--- src/rtl/sdram_map_pkg.sv ---
package sdram_map_pkg;

  typedef enum logic [1:0] {
    PH_HOLD = 2'd0,
    PH_ROW  = 2'd1,
    PH_COL  = 2'd2,
    PH_ALL  = 2'd3
  } phase_e;

  typedef struct packed {
    logic loadRow;
    logic loadCol;
    logic loadAll;
    logic maskHi;
    logic maskLo;
    logic wide;
  } strobe_t;

  localparam int COL_W_MIN = 8;
  localparam int COL_W_MAX = 10;
  localparam int A10_BIT   = 10;

  // Page code to column width; the reserved code falls into the largest page.
  function automatic int colWidth(input logic [1:0] code);
    case (code)
      2'b00:   return COL_W_MIN;
      2'b01:   return COL_W_MIN + 1;
      default: return COL_W_MAX;
    endcase
  endfunction

endpackage

--- src/rtl/sdram_map_ctrl.sv ---
module sdram_map_ctrl
  import sdram_map_pkg::*;
(
  input  logic [1:0] phase,
  input  logic       isWrite,
  input  logic       acc64,
  input  logic       bus64,
  input  logic       addrLsb,
  output strobe_t    strb
);

  phase_e ph;
  logic   narrowWr;

  assign ph       = phase_e'(phase);
  assign narrowWr = isWrite & bus64 & ~acc64;

  always_comb begin
    strb.loadRow = (ph == PH_ROW);
    strb.loadCol = (ph == PH_COL);
    strb.loadAll = (ph == PH_ALL);
    strb.maskHi  = narrowWr & ~addrLsb;
    strb.maskLo  = narrowWr &  addrLsb;
    strb.wide    = bus64;
  end

endmodule

--- src/rtl/sdram_map_dp.sv ---
module sdram_map_dp
  import sdram_map_pkg::*;
#(
  parameter int ADDR_W  = 26,
  parameter int BANK_W  = 2,
  parameter int ROW_W32 = 14,
  parameter int ROW_W64 = 13,
  parameter int BUS_W   = 15
) (
  input  logic              clk,
  input  logic              rstN,
  input  strobe_t           strb,
  input  logic [ADDR_W-1:0] reqAddr,
  input  logic [1:0]        pageCode,
  output logic [BUS_W-1:0]  sdAddr,
  output logic [BANK_W-1:0] sdBank,
  output logic              sdA10,
  output logic              hdqm,
  output logic              ldqm
);

  localparam int DEV_W = ROW_W32;

  int                shiftAmt;
  int                colW;
  int                rowW;
  logic [ADDR_W-1:0] colField;
  logic [ADDR_W-1:0] rowField;
  logic [BANK_W-1:0] bankField;
  logic [DEV_W-1:0]  devSel;
  logic [BUS_W-1:0]  busVal;

  // Field split: column lowest, then row, then bank.
  always_comb begin
    shiftAmt  = strb.wide ? 1 : 0;
    colW      = colWidth(pageCode);
    rowW      = strb.wide ? ROW_W64 : ROW_W32;
    colField  = (reqAddr >> shiftAmt) & ((ADDR_W'(1) << colW) - ADDR_W'(1));
    rowField  = (reqAddr >> (shiftAmt + colW)) & ((ADDR_W'(1) << rowW) - ADDR_W'(1));
    bankField = BANK_W'(reqAddr >> (shiftAmt + colW + rowW));
    devSel    = strb.loadRow ? DEV_W'(rowField) : DEV_W'(colField);
  end

  // Bus placement: bit 10 leaves the shared bus for the dedicated line.
  always_comb begin
    busVal = '0;
    for (int k = 0; k < DEV_W; k++) begin
      if (k != A10_BIT) begin
        if (strb.wide) busVal[k+1] = devSel[k];
        else           busVal[k]   = devSel[k];
      end
    end
  end

  always_ff @(posedge clk or negedge rstN) begin
    if (!rstN) begin
      sdAddr <= '0;
      sdBank <= '0;
      sdA10  <= 1'b0;
      hdqm   <= 1'b0;
      ldqm   <= 1'b0;
    end else if (strb.loadAll) begin
      sdAddr <= '0;
      sdBank <= '0;
      sdA10  <= 1'b1;
      hdqm   <= 1'b0;
      ldqm   <= 1'b0;
    end else if (strb.loadRow) begin
      sdAddr <= busVal;
      sdBank <= bankField;
      sdA10  <= devSel[A10_BIT];
      hdqm   <= 1'b0;
      ldqm   <= 1'b0;
    end else if (strb.loadCol) begin
      sdAddr <= busVal;
      sdBank <= bankField;
      sdA10  <= 1'b0;
      hdqm   <= strb.maskHi;
      ldqm   <= strb.maskLo;
    end
  end

endmodule

--- src/rtl/sdram_addr_mask_gen.sv ---
module sdram_addr_mask_gen
  import sdram_map_pkg::*;
#(
  parameter int BANK_W  = 2,
  parameter int ROW_W32 = 14,
  parameter int ROW_W64 = ROW_W32 - 1,
  parameter int ADDR_W  = COL_W_MAX + ROW_W32 + BANK_W,
  parameter int BUS_W   = ROW_W32 + 1
) (
  input  logic              clk,
  input  logic              rstN,
  input  logic [1:0]        phase,
  input  logic [ADDR_W-1:0] reqAddr,
  input  logic              isWrite,
  input  logic              acc64,
  input  logic              bus64,
  input  logic [1:0]        pageCode,
  output logic [BUS_W-1:0]  sdAddr,
  output logic [BANK_W-1:0] sdBank,
  output logic              sdA10,
  output logic              hdqm,
  output logic              ldqm
);

  strobe_t strb;

  sdram_map_ctrl u_ctrl (
    .phase   (phase),
    .isWrite (isWrite),
    .acc64   (acc64),
    .bus64   (bus64),
    .addrLsb (reqAddr[0]),
    .strb    (strb)
  );

  sdram_map_dp #(
    .ADDR_W  (ADDR_W),
    .BANK_W  (BANK_W),
    .ROW_W32 (ROW_W32),
    .ROW_W64 (ROW_W64),
    .BUS_W   (BUS_W)
  ) u_dp (
    .clk      (clk),
    .rstN     (rstN),
    .strb     (strb),
    .reqAddr  (reqAddr),
    .pageCode (pageCode),
    .sdAddr   (sdAddr),
    .sdBank   (sdBank),
    .sdA10    (sdA10),
    .hdqm     (hdqm),
    .ldqm     (ldqm)
  );

endmodule

--- config.mk ---
export PLATFORM = sky130hd
export DESIGN_NAME = sdram_addr_mask_gen
export DESIGN_NICKNAME = d
export VERILOG_FILES = /design/src/rtl/sdram_map_pkg.sv /design/src/rtl/sdram_map_ctrl.sv /design/src/rtl/sdram_map_dp.sv /design/src/rtl/sdram_addr_mask_gen.sv
export SDC_FILE = /design/constraint.sdc
export NUM_CORES = 1
export LEC_CHECK = 0
export ABC_AREA = 1
export BUFFER_PORTS_ARGS = -buffer_cell sky130_fd_sc_hd__buf_4
export CAP_MARGIN = 25
export CORE_MARGIN = 3
export CORE_UTILIZATION = 40
export DETAILED_ROUTE_END_ITERATION = 8
export PLACE_DENSITY_LB_ADDON = 0.3
export SLEW_MARGIN = 10
export SYNTH_ARGS = -nofsm -noshare
export SYNTH_HDL_FRONTEND = slang
export SYNTH_SLANG_ARGS = --single-unit
export TNS_END_PERCENT = 20
--- constraint.sdc ---
create_clock -name clk -period 1.1 [get_ports clk]
set_input_delay 0.22 -clock clk [delete_from_list [all_inputs] [get_ports clk]]
set_output_delay 0.22 -clock clk [all_outputs]
set_load 0.01 [all_outputs]
==> impl_metrics.py <==
metrics = {
    "run_status": {
        "outcome": "finished, violations left",
        "violations": "negative setup slack",
    },
    "global_routing": {
        "grt_max_degree": 21,
        "grt_overflow": 0,
        "grt.total_usage_pct": 22.39,
        "grt_pass1_vias": 2432,
        "antenna_found_initial": 0,
        "grt_pass1_wl_um": 10870,
    },
    "die": {
        "ios": 55,
        "die_h_um": 76.37,
        "rows": 24,
        "start_util_pct": 43.39,
        "die_width_um": 76.37,
        "die_area_mm2": 0.005832,
        "core_mm2": 0.004564,
    },
    "power": {
        "seqPwrFrac_pct": 31.7,
        "powerDensity_mw_per_mm2": 889.4,
        "power_uw": 2717,
        "p_clk_share_pct": 17.2,
        "ir_worst_vdd_v": 0.0005838,
        "p_leak_uw": 0.001588,
        "switching_share_pct": 36.94,
        "power.share.combinational_pct": 51.1,
        "internal_power_uw": 1714,
        "net-switching-power_uw": 1004,
    },
    "logic_synthesis": {
        "synth_ff_type": "dfrtp_1",
        "syn_area_mm2": 0.001981,
        "syn_area_per_cell_um2": 6.268,
        "synthesis.yosys.warnings": 0,
        "ys_async_sr_fraction_pct": 100.0,
        "synth-seq-cells": 20,
        "syn_inst": 316,
        "synth_cell_type_count": 33,
        "synth-edff-count": 0,
        "syn_nets": 355,
        "ys_seq_area_share_pct": 25.27,
    },
    "setup_path": {
        "critPathMaxFanout": 15,
        "arrival_ns": 1.79,
        "critical_path_class": "in -> reg",
        "cp-end-kind": "register",
        "reg2reg_from": "u_dp.sdA10",
        "critPathLaunchType": "input port",
        "crit_required_ns": 1.30,
        "reg2reg_depth": 2,
        "r2r_setup_slack_ns": 0.40,
        "r2r-end": "u_dp.sdA10",
    },
    "placement": {
        "place_inst": 470,
        "place_ws_ns": -0.8080,
        "dp.final_hpwl_um": 5058,
        "io_buffers": 54,
        "gp_congestion": 0.9163,
    },
    "hold_path": {
        "hold_class": "in -> reg",
        "hold_end": "u_dp.hdqm",
        "holdPathStages": 2,
        "min_from": "reqAddr[0]",
    },
    "route": {
        "vias": 2469,
        "ant_nets": 0,
        "first_pass_iters": 4,
        "via_per_inst": 5.144,
        "drtIter0Drc": 160,
        "routedWlPerCell_um": 13.80,
        "drc_errors": 0,
        "routed_wl_um": 6623,
    },
    "sta": {
        "whs_ns": 0.1429,
        "worst_slack_ns": -0.4935,
        "slew_viol_final": 0,
        "max_freq_mhz": 627.5,
        "maxSlewHeadroom_pct": 80.12,
        "rsz0062_at_grt": "yes",
        "worstMarginPinSlew_ns": 0.2972,
        "min_period_ns": 1.594,
        "finalSetupViolations": 17,
        "hold_violations": 0,
        "period_share_pct": 144.9,
        "skew_ns": 0,
    },
    "clocking": {
        "cts_buffers": 3,
        "cts_sinks": 20,
        "htree_levels": 1,
        "cts_buffer_depth": 2,
        "cts_tree": "yes",
        "cts_root_buf": "clkbuf_8",
        "worstSkewPairLatency_ns": 0.26,
        "clkSlewWorstSetupHoldPaths_ns": 0.07,
    },
    "finish": {
        "fin_util_pct": 66.94,
        "stdcell_count": 480,
        "drive_gt1_share_pct": 40.48,
        "final_nets": 456,
        "syn2layout_area_growth_pct": 54.26,
        "diodes": 0,
    },
    "flow_run": {
        "maxCapViolCount": 0,
    },
}
==> synth_stat cells (2+ instances only) <==
cell / n / area, um^2
a21oi_1: 5 / 25.02
buf_2: 6 / 30.03
buf_4: 3 / 22.52
buf_6: 5 / 56.30
dfrtp_1: 20 / 500.5
ha_1: 3 / 37.54
inv_1: 25 / 93.84
inv_2: 3 / 11.26
nand2_1: 119 / 446.7
nand2_2: 3 / 18.77
nand2_4: 2 / 22.52
nand3_1: 51 / 255.2
nand4_1: 13 / 81.33
nor2_1: 12 / 45.04
nor2_2: 2 / 12.51
o211ai_1: 6 / 45.04
o21ai_0: 17 / 85.08
o21ai_1: 5 / 25.02
o31ai_1: 2 / 15.01
==> how the worst max path moves through the flow <==
stage / startpoint / endpoint / cells past startpoint
floorplan: bus64 / u_dp.sdBank[0] / 12
global placement: pageCode[0] / u_dp.sdBank[0] / 13
detailed placement: pageCode[0] / u_dp.sdBank[0] / 13
CTS: pageCode[0] / u_dp.sdBank[0] / 13
global route: pageCode[1] / u_dp.sdBank[0] / 13
finish: pageCode[1] / u_dp.sdBank[0] / 14
==> flip-flops by register name, summed over array words and instances, names as in the netlist <==
signal and count:
u_dp.sdAddr 15, u_dp.sdBank 2, u_dp.hdqm 1, u_dp.ldqm 1, u_dp.sdA10 1
==> kinds of logic (layout without fill, tap and decap cells) <==
kind of cell | Yosys count | in the layout | synth area share [%]
and+or+nand+nor | 207 | 207 | 46.37
xor gates and xnor gates | 1 | 1 | 1.390
adders and majority gates | 4 | 4 | 2.906
DFF | 20 | 20 | 25.27
buffers and inverters | 44 | 143 | 11.37
AOI/OAI and AO/OA | 40 | 40 | 12.70
==> worst max-delay path, stage by stage <==
cell and delay, ns:
buf_8 0.10, nor2_4 0.13, inv_2 0.06, ha_4 0.34
buf_12 0.15, nand2_1 0.13, buf_4 0.17, nand3_1 0.10
nand3_2 0.09, nand3_2 0.07, nand3_2 0.07, nand2_1 0.07
nand2_1 0.04, nand2_1 0.04
==> power by group through the flow <==
stage | Sequential, uW | Combinational (uW) | Clock, uW
final | 860 | 1390 | 468
after global routing | 868 | 1520 | 514
after CTS | 859 | 1320 | 477
after detailed placement | 873 | 1220 | 0
after global placement | 870 | 1190 | 0
after floorplan | 907 | 629 | 0
==> cell type report <==
type | instances | area [um^2]
Fill cell | 411 | 1509
Multi-Input combinational cell | 252 | 1418
Timing Repair Buffer | 110 | 895.9
Sequential cell | 20 | 500.5
Inverter | 30 | 118.9
Tap cell | 65 | 81.33
Clock buffer | 3 | 41.29
==> per-stage QoR <==
| step | setup TNS (ns) | cell area, um^2 |
|---|---|---|
| floorplan | -7.152 | 1999 |
| finish | -5.728 | 3055 |
| global route | -7.203 | 3055 |
| global placement | -11.64 | 2779 |
| CTS | -5.201 | 2969 |
| detailed placement | -12.08 | 2779 |
==> metal layers <==
| layer | up-vias | wire length [um] | GRT usage (%) |
|---|---|---|---|
| met1 | 1144 | 2765 | 26.89 |
| met4 | 0 | 93 | 5.072 |
| met3 | 10 | 343 | 3.901 |
| met2 | 73 | 3421 | 41.30 |
| li1 | 1242 | - | - |
| met5 | - | 0 | 0 |
==> cell usage in the layout (no fill, tap or decap), types with 2 or more instances in the layout <==
cell type	Yosys	routed
buf_6	5	4
nand2_4	2	3
nand2_2	3	9
nor2_4	1	2
inv_2	3	5
nor2_2	2	3
nand3_2	0	10
a21oi_1	5	5
nand4_1	13	13
o31ai_1	2	2
buf_12	0	3
clkbuf_8	0	3
buf_8	0	2
nand2_1	119	112
inv_4	1	2
nand3_1	51	41
o211ai_1	6	6
o21ai_0	17	6
buf_4	3	100
inv_1	25	22
o21ai_1	5	6
nor2_1	12	10
dfrtp_1	20	20
o21ai_2	1	10
==> repair_timing <==
item                       CTS  global route
buffers inserted             6             1
hold endpoints to repair    20             0
hold buffers                 1             0
gates cloned                 0             0
setup endpoints to repair   17            17
resized for setup           34            23
pin swaps                   12            20
No activity file was read; power rests on OpenSTA's default activity.
